### src/rtl/fmac_pkg.sv
// Shared constants for the fractional multiply-accumulate datapath.
// Assumes 16-bit operands and a status word whose flag positions are
// decoded by neighbouring logic, so the bit indices are fixed here.
package fmac_pkg;
    localparam int DATA_W = 16;
    localparam int ACC_W  = 2 * DATA_W;

    localparam int STAT_W     = 16;
    localparam int STAT_NEG   = 15;
    localparam int STAT_OVF   = 14;
    localparam int STAT_CARRY = 12;

    typedef enum logic [1:0] {
        OP_IDLE = 2'b00,
        OP_LDM  = 2'b01,
        OP_MAC  = 2'b10,
        OP_MSB  = 2'b11
    } fmac_op_e;

    typedef struct packed {
        logic neg;
        logic ovf;
        logic carry;
    } fmac_flags_t;
endpackage

### src/rtl/fmac_mul.sv
// Doubled signed multiplier: prod = 2 * a * b in W2 bits.
// Assumes two's complement operands; the only unrepresentable case,
// most-negative times most-negative, saturates and raises sat.
module fmac_mul #(
    parameter int W = 16,
    localparam int W2 = 2 * W
) (
    input  logic [W-1:0]  a,
    input  logic [W-1:0]  b,
    output logic [W2-1:0] prod,
    output logic          sat
);
    localparam logic [W-1:0]  MOST_NEG = {1'b1, {(W-1){1'b0}}};
    localparam logic [W2-1:0] MOST_POS = {1'b0, {(W2-1){1'b1}}};

    logic signed [W2-1:0] raw;

    // Form the signed product, then shift left one place or clamp.
    always_comb begin
        raw  = W2'($signed(a) * $signed(b));
        sat  = (a == MOST_NEG) && (b == MOST_NEG);
        prod = sat ? MOST_POS : {raw[W2-2:0], 1'b0};
    end
endmodule

### src/rtl/fmac_addsub.sv
// Accumulator adder/subtractor with flag generation.
// Result wraps in W bits; carry is the unsigned carry out for add and
// the borrow (a < b unsigned) for subtract; ovf is signed overflow.
module fmac_addsub #(
    parameter int W = 32
) (
    input  logic [W-1:0] a,
    input  logic [W-1:0] b,
    input  logic         sub,
    output logic [W-1:0] res,
    output logic         carry,
    output logic         ovf
);
    logic [W:0] ext;

    // Widen by one bit so the top bit carries the carry or borrow.
    always_comb begin
        ext   = sub ? ({1'b0, a} - {1'b0, b}) : ({1'b0, a} + {1'b0, b});
        res   = ext[W-1:0];
        carry = ext[W];
        if (sub) ovf = (a[W-1] != b[W-1]) && (res[W-1] != a[W-1]);
        else     ovf = (a[W-1] == b[W-1]) && (res[W-1] != a[W-1]);
    end
endmodule

### src/rtl/fmac_datapath.sv
// Fractional multiply-accumulate datapath (top).
// Holds X, Y, the doubled product P and the 32-bit accumulator A.
// Assumes decoded strobes: op_code selects an operation on the RAM
// operands (it has priority over X/Y-triggered refresh of P), move_p
// copies P into A when no operation runs, and p_we is dropped because
// P has no direct write path.
module fmac_datapath
    import fmac_pkg::*;
#(
    parameter int DW = DATA_W,
    localparam int AW = 2 * DW
) (
    input  logic          clk,
    input  logic          rst_n,
    input  logic          x_we,
    input  logic [DW-1:0] x_wdata,
    input  logic          y_we,
    input  logic [DW-1:0] y_wdata,
    input  logic [1:0]    op_code,
    input  logic [DW-1:0] ram_a,
    input  logic [DW-1:0] ram_b,
    input  logic          move_p,
    input  logic          p_we,
    input  logic [AW-1:0] p_wdata,
    output logic [AW-1:0] p_out,
    output logic [DW-1:0] acc_hi,
    output logic [DW-1:0] acc_lo,
    output logic [STAT_W-1:0] status
);
    fmac_op_e      op;
    logic [DW-1:0] x_q, y_q, x_nx, y_nx;
    logic [AW-1:0] p_q, acc_q;
    fmac_flags_t   flg_q;

    logic [DW-1:0] mul_a [2];
    logic [DW-1:0] mul_b [2];
    logic [AW-1:0] mul_p [2];
    logic          mul_s [2];

    logic [AW-1:0] as_res;
    logic          as_carry, as_ovf;
    logic          p_ignored;

    // Decode the op and form the next operand values (write-through).
    always_comb begin
        op        = fmac_op_e'(op_code);
        x_nx      = x_we ? x_wdata : x_q;
        y_nx      = y_we ? y_wdata : y_q;
        mul_a[0]  = ram_a;
        mul_b[0]  = ram_b;
        mul_a[1]  = x_nx;
        mul_b[1]  = y_nx;
        p_ignored = p_we & (|p_wdata | 1'b1);
    end

    // Two multipliers: index 0 serves RAM operands, index 1 serves X/Y.
    for (genvar g = 0; g < 2; g++) begin : g_mul
        fmac_mul #(.W(DW)) u_mul (
            .a    (mul_a[g]),
            .b    (mul_b[g]),
            .prod (mul_p[g]),
            .sat  (mul_s[g])
        );
    end

    fmac_addsub #(.W(AW)) u_addsub (
        .a     (acc_q),
        .b     (p_q),
        .sub   (op == OP_MSB),
        .res   (as_res),
        .carry (as_carry),
        .ovf   (as_ovf)
    );

    // Operand registers: store every write, whatever else happens.
    always_ff @(posedge clk) begin
        if (!rst_n) begin
            x_q <= '0;
            y_q <= '0;
        end else begin
            x_q <= x_nx;
            y_q <= y_nx;
        end
    end

    // Product register: RAM product on an op, else X/Y refresh on a write.
    always_ff @(posedge clk) begin
        if (!rst_n)                 p_q <= '0;
        else if (op != OP_IDLE)     p_q <= mul_p[0];
        else if (x_we || y_we)      p_q <= mul_p[1];
    end

    // Accumulator and flags for operations, moves and product saturation.
    always_ff @(posedge clk) begin
        if (!rst_n) begin
            acc_q <= '0;
            flg_q <= '0;
        end else begin
            unique case (op)
                OP_LDM: begin
                    acc_q <= '0;
                    flg_q <= '{neg: 1'b0, ovf: mul_s[0], carry: 1'b0};
                end
                OP_MAC, OP_MSB: begin
                    acc_q <= as_res;
                    flg_q <= '{neg: as_res[AW-1], ovf: as_ovf | mul_s[0],
                               carry: as_carry};
                end
                default: begin
                    if (move_p) begin
                        acc_q <= p_q;
                        flg_q <= '{neg: p_q[AW-1],
                                   ovf: (x_we | y_we) & mul_s[1],
                                   carry: 1'b0};
                    end else if ((x_we || y_we) && mul_s[1]) begin
                        flg_q.ovf <= 1'b1;
                    end
                end
            endcase
        end
    end

    // Output views of the registers.
    always_comb begin
        p_out              = p_q;
        acc_hi             = acc_q[AW-1:DW];
        acc_lo             = acc_q[DW-1:0];
        status             = '0;
        status[STAT_NEG]   = flg_q.neg;
        status[STAT_OVF]   = flg_q.ovf;
        status[STAT_CARRY] = flg_q.carry;
    end

    logic unused_ok;
    assign unused_ok = p_ignored;
endmodule

### config.mk
export PLATFORM = sky130hd
export DESIGN_NAME = fmac_datapath
export DESIGN_NICKNAME = d
export VERILOG_FILES = /design/src/rtl/fmac_pkg.sv /design/src/rtl/fmac_mul.sv /design/src/rtl/fmac_addsub.sv /design/src/rtl/fmac_datapath.sv
export SDC_FILE = /design/constraint.sdc
export NUM_CORES = 2
export LEC_CHECK = 0
export BUFFER_PORTS_ARGS = -buffer_cell sky130_fd_sc_hd__buf_2
export CORE_MARGIN = 2
export CORE_UTILIZATION = 55
export CTS_CLUSTER_DIAMETER = 80
export DETAILED_ROUTE_END_ITERATION = 12
export PLACE_DENSITY = 0.74
export SYNTH_ARGS = -nofsm -noshare
export SYNTH_HDL_FRONTEND = slang
export SYNTH_SLANG_ARGS = --single-unit
### constraint.sdc
create_clock -name clk -period 22 [get_ports clk]
set_input_delay 2.2 -clock clk [delete_from_list [all_inputs] [get_ports clk]]
set_output_delay 2.2 -clock clk [all_outputs]
set_load 0.03 [all_outputs]
# Word level (Yosys, flattened, before mapping)

Cells that the tools add are included.
W data, S select, Z words.

Output and inout bits: 80
Register bits: 99

Eq/ne operators: 10
Multiply operators: 2
Reductions and logical operators: 11
Mux-type cells: 15
Add/sub/neg operators: 2
Bitwise operators: 3

Operators with widths:

| cell                   | count |
|---|---|
| $mux W32               | 5 |
| $eq A16 B16 Y1 const B | 4 |
| $pmux W32 S2           | 1 |
| $mul A16 B16 Y31       | 2 |
| $add A32 B32 Y33       | 1 |
| $mux W33               | 1 |
| $sub A32 B32 Y33       | 1 |
| $mux W16               | 2 |
| $pmux W3 S2            | 1 |
| $logic_and A1 B1 Y1    | 5 |
| $mux W1                | 5 |
| $eq A2 B2 Y1 const B   | 2 |
| $reduce_bool A2 Y1     | 2 |
| $reduce_bool A4 Y1     | 1 |
| $reduce_bool A3 Y1     | 1 |
| $eq A2 B1 Y1 const B   | 1 |
| $ne A1 B1 Y1           | 2 |
| $or A1 B1 Y1           | 2 |
| $reduce_or A2 Y1       | 1 |
| $and A1 B1 Y1          | 1 |
| $eq A1 B1 Y1           | 1 |
| $logic_or A1 B1 Y1     | 1 |

# Logic depth before layout (Yosys ltp)

Word-level depth: 7
Depth in mapped cells: 28
Gate-level depth less buffers: 24

# By module

From an unflattened synthesis, not the netlist that was laid out.

Cells, all modules: 3118
Area, all modules: 26636.8 µm²

Modules (own cells, without submodules):

| module                     | area each (µm²) | sequential area each (µm²) | cells each | times used |
|---|---|---|---|---|
| fmac_mul at g_mul[0].u_mul | 10062.2         | 0.0                        | 1139       | 1 |
| fmac_mul at g_mul[1].u_mul | 9888.2          | 0.0                        | 1121       | 1 |
| fmac_datapath              | 4149.0          | 1961.9                     | 488        | 1 |
| fmac_addsub                | 2537.4          | 0.0                        | 370        | 1 |

# Worst setup path before layout

OpenSTA, ideal clock, no wires.

Path type: input-to-reg
Start point: input x_we
End point: register p_q[30], in the netlist p_out[30]
Library setup time: 0.087 ns
Slack: 12.731 ns
Data required time: 21.913 ns
Stages on the path: 25
Arrival: 9.182 ns
Cells stage by stage: buf_2 > buf_1 > clkbuf_1 > buf_1 > mux2i_1 > nor2_1 > fa_1 > inv_1 > fa_1 > fa_1 > inv_1 > fa_1 > fa_1 > inv_1 > fa_1 > inv_1 > ha_1 > o2111ai_1 > o211a_1 > o311ai_0 > nand2_1 > a221oi_1 > mux2i_1 > o21bai_1 > o31ai_1

Longest elaborated chain between the ends: 6

RTL lines:

| element                                                                  | line                | text |
|---|---|---|
| start: declaration                                                       | fmac_datapath.sv:15 | `input logic x_we,` |
| parallel branches: the longest is 6 deep, another holds $mul A16 B16 Y31 | n/a                 |  |
| end signal: assignment                                                   | fmac_datapath.sv:89 | `else if (op != OP_IDLE) p_q <= mul_p[0];` |
| end signal: assignment                                                   | fmac_datapath.sv:90 | `else if (x_we \|\| y_we) p_q <= mul_p[1];` |
| end: declaration                                                         | fmac_datapath.sv:32 | `logic [AW-1:0] p_q, acc_q;` |

Parallel ways; which one is timed is not known. The select of a mux whose other input is x is not followed.
A chain may end at the register's enable or synchronous reset.

# Final worst setup path

Start point: input x_we
End point: register p_q[31], in the netlist p_out[31]

The elaborated chain is that of the path after synthesis.

==> metrics.txt <==
number of H-tree levels=3; Remaining DRCs=0; final-stage net count=3871; register clock-pin slew on the reported worst setup and hold paths=0.09 ns; Area Overhead vs Synth=5.771%; ratio of cells with drive above 1 in the final layout=7.697%; clock tree skew after final layout=0.01287 ns; Inserted Clock Buffers=9; clock buffer depth=2; wire length per cell=19.42 um; total count of hold-check failures in the final report=0; via count of the first global-routing pass=22350; main combinational cell family by area after synthesis=adder cells; ratio of final minimum period to clock period=43.54%; Yosys Warn Count=0; flip-flop and latch area=1962 um2; violation count after the first detailed-route iteration=1632; Pins Over Slew Limit=0; most common cell after layout, fill and taps aside=sky130_fd_sc_hd__inv_1; headroom to the max-slew limit=10.92%; type of the most critical hold path=reg2reg; Max-Cap Viols=0; Post-CTS Repair Setup Buffers=0; Die Footprint=48700 um2; x dimension of the die=220.7 um; Max Fanout on Critical Path=36; number of I/O pins=184; largest net degree at the start of global routing=44; most frequent cell on the critical path=sky130_fd_sc_hd__fa_1; count of mapped cells out of synthesis=2995; die outline height=220.7 um; clk root buf=sky130_fd_sc_hd__clkbuf_16; design area=27310 um2; area occupied by multi-input gates=21110 um2; top_reg_cell synth=sky130_fd_sc_hd__dfxtp_1; share of cell area taken by muxes after synthesis=3.339%; setup tns final=0 ns; residual overflow from global routing=0; fill cell count=4135; total number of vias=21250; final wirelength=71330 um; number of vias per cell=5.785; setup repair after global routing missed its margin=false; number of register bits inferred by synthesis=98; number of iterations in the first detailed-routing pass=8; adder and majority gate portion of the synthesized area=49.13%; share of async-settable or async-resettable flops after synthesis=0%; floorplan row count=79; post-synthesis cell type count=77; CTS tree=built; largest stage delay on the critical path=1.12 ns; number of antenna violations at the first check in global routing=0; global-route wire length before repair=115200 um; Arrival @ worst endpoint=9.90 ns; type of the worst setup path=in2reg; number of buffers added to fix hold violations after cts=0; WHS Endpoint=p_out[12]; final setup violation count=0; worst hold stages=2; data required time at the worst endpoint=22.33 ns; fraction of the mapped netlist area in simple logic gates=15.33%; gp weighted congestion=0.9396; post-detailed-route count of antenna-violating nets=0; antenna diode count=0; portion of the post-synthesis area used by sequential elements=7.598%; Total GRT Usage=30.35%; reg2reg start=x_q[4]; starting density of the core=55.58%; post-synth design cell area=25820 um2; area fraction in compound gates after synthesis=9.464%; # resized after CTS=0; fin crit period=9.578 ns; setup slack of the most critical reg-to-reg path=14.90 ns; sort of element at the end of the critical path=flip-flop; startpoint of the most critical hold path=p_out[12]; clock latency of the later-clocked register in the worst-skew pair=0.39 ns; total half-perimeter wirelength after legalization and detailed placement=55970 um; worst reg-to-reg path cell count=20; leading cell types in the layout, fill and taps excluded=sky130_fd_sc_hd__inv_1 (598), sky130_fd_sc_hd__fa_1 (513), sky130_fd_sc_hd__nand2_1 (342); cell at the slowest stage of the critical path=sky130_fd_sc_hd__mux2i_1; Slew @ Worst Pin=1.299 ns; status=completed; Core ar.=46460 um2; Worst Setup Start Kind=input pin; xor/xnor share of the synthesized area=4.274%; Reg-to-Reg End=p_out[31]; worst-case hold slack=0.5646 ns; number of enable-type register cells in the synthesized netlist=0; # port buffers=137; cells along the critical path=buf_2, mux2i_1, nor2_1, fa_1, inv_1, fa_1, fa_1, fa_1, inv_1, fa_1, fa_1, ha_1, a21o_1, a21oi_1, a2bb2oi_1, nand2_1, o2bb2ai_1, o311ai_0, mux2i_1, o21bai_1, a31oi_1; clk sinks=98; highest attainable clock frequency=104.4 MHz; average cell area after synthesis=8.621 um2; instance area after placement=26990 um2
kinds of logic after synthesis:
family	count (synthesis)
xor+xnor	126
other cells	1
buf+inv	723
flops	98
mux	82
fa+ha+maj	706
compound gates	381
simple gates	878
metal layers:
layer / share of wire, % / track usage [%] / up-vias
met2: 48 / 50.83 / 944
met5: 0 / 0 / -
li1: - / - / 9423
met4: 3.8 / 11.67 / 0
met1: 40 / 39.15 / 10680
met3: 8.3 / 5.622 / 204
layout make-up:
cell class	instances	area share (%)
clock inverter	7	0.3482
timing repair buffer	167	3.335
tap	607	2.781
multi-input combinational	2186	77.30
clock buffer	9	0.8246
sequential	98	7.183
inverter	599	8.233
registers in the layout, summed over array words and instances, names as in the netlist:
name    cells
acc_q      32
p_out      32
x_q        16
y_q        16
status      2
cells in the mapped netlist (4+ instances only):
| library cell | n | area [um2] |
|---|---|---|
| sky130_fd_sc_hd__mux2_2 | 30 | 337.8 |
| sky130_fd_sc_hd__buf_4 | 17 | 127.6 |
| sky130_fd_sc_hd__xnor2_1 | 78 | 683.2 |
| sky130_fd_sc_hd__nor4_1 | 19 | 118.9 |
| sky130_fd_sc_hd__a21oi_1 | 115 | 575.6 |
| sky130_fd_sc_hd__nor3b_1 | 7 | 52.55 |
| sky130_fd_sc_hd__o21a_1 | 15 | 112.6 |
| sky130_fd_sc_hd__xor2_1 | 48 | 420.4 |
| sky130_fd_sc_hd__nor2b_1 | 4 | 25.02 |
| sky130_fd_sc_hd__mux2i_1 | 51 | 510.5 |
| sky130_fd_sc_hd__nor3_1 | 23 | 115.1 |
| sky130_fd_sc_hd__o211a_1 | 5 | 50.05 |
| sky130_fd_sc_hd__a21o_1 | 29 | 217.7 |
| sky130_fd_sc_hd__o31ai_1 | 12 | 90.09 |
| sky130_fd_sc_hd__nand2_1 | 342 | 1284 |
| sky130_fd_sc_hd__or2_2 | 9 | 56.30 |
| sky130_fd_sc_hd__o41ai_1 | 4 | 35.03 |
| sky130_fd_sc_hd__o21ai_0 | 80 | 400.4 |
| sky130_fd_sc_hd__o221ai_1 | 18 | 157.7 |
| sky130_fd_sc_hd__and2_1 | 118 | 738.2 |
| sky130_fd_sc_hd__a21boi_0 | 5 | 37.54 |
| sky130_fd_sc_hd__fa_1 | 513 | 10270 |
| sky130_fd_sc_hd__o2111ai_1 | 4 | 35.03 |
| sky130_fd_sc_hd__o22ai_1 | 12 | 75.07 |
| sky130_fd_sc_hd__a211oi_1 | 14 | 105.1 |
| sky130_fd_sc_hd__nand4_1 | 11 | 68.82 |
| sky130_fd_sc_hd__buf_1 | 11 | 41.29 |
| sky130_fd_sc_hd__a221oi_1 | 4 | 35.03 |
| sky130_fd_sc_hd__nand2b_1 | 20 | 125.1 |
| sky130_fd_sc_hd__a31oi_1 | 11 | 68.82 |
| sky130_fd_sc_hd__ha_1 | 193 | 2415 |
| sky130_fd_sc_hd__nand3_1 | 20 | 100.1 |
| sky130_fd_sc_hd__o21bai_1 | 15 | 112.6 |
| sky130_fd_sc_hd__and3_1 | 9 | 56.30 |
| sky130_fd_sc_hd__dfxtp_1 | 98 | 1962 |
| sky130_fd_sc_hd__nor2_1 | 268 | 1006 |
| sky130_fd_sc_hd__clkbuf_1 | 91 | 341.6 |
| sky130_fd_sc_hd__inv_1 | 598 | 2245 |
| sky130_fd_sc_hd__a211o_1 | 6 | 52.55 |
| sky130_fd_sc_hd__or3_1 | 14 | 87.58 |
per-stage QoR:
| step | worst slack, ns | cells | util (%) |
|---|---|---|---|
| final | 12.42 | 3673 | 58.79 |
| after global routing | 12.02 | 3673 | 58.79 |
| after CTS | 12.57 | 3673 | 58.79 |
| after detailed placement | 12.18 | 3657 | 58.10 |
| after global placement | 12.25 | 3657 | 58.10 |
| after floorplan | 12.73 | 3007 | - |
worst max-delay path by stage:
stage | slack [ns] | cells past startpoint | endpoint | from
floorplan | 12.73 | 25 | p_out[30] | x_we
global placement | 12.25 | 21 | p_out[25] | x_we
detailed placement | 12.18 | 21 | p_out[25] | x_we
CTS | 12.57 | 23 | p_out[30] | x_we
global route | 12.02 | 23 | p_out[30] | x_we
finish | 12.42 | 21 | p_out[31] | x_we
worst max-delay path, delay by kind of cell:
kind / cells / cell delay [ns]
adder cells (fa/ha/maj): 7 / 3.28
AO/OA/AOI/OAI: 7 / 1.80
multiplexers: 2 / 1.38
buffers and inverters: 3 / 0.85
AND/OR/NAND/NOR: 2 / 0.34
Power is left out: the tool's default activity adds up to more than one toggle a clock period on the data nets, which glitch-free logic cannot reach.
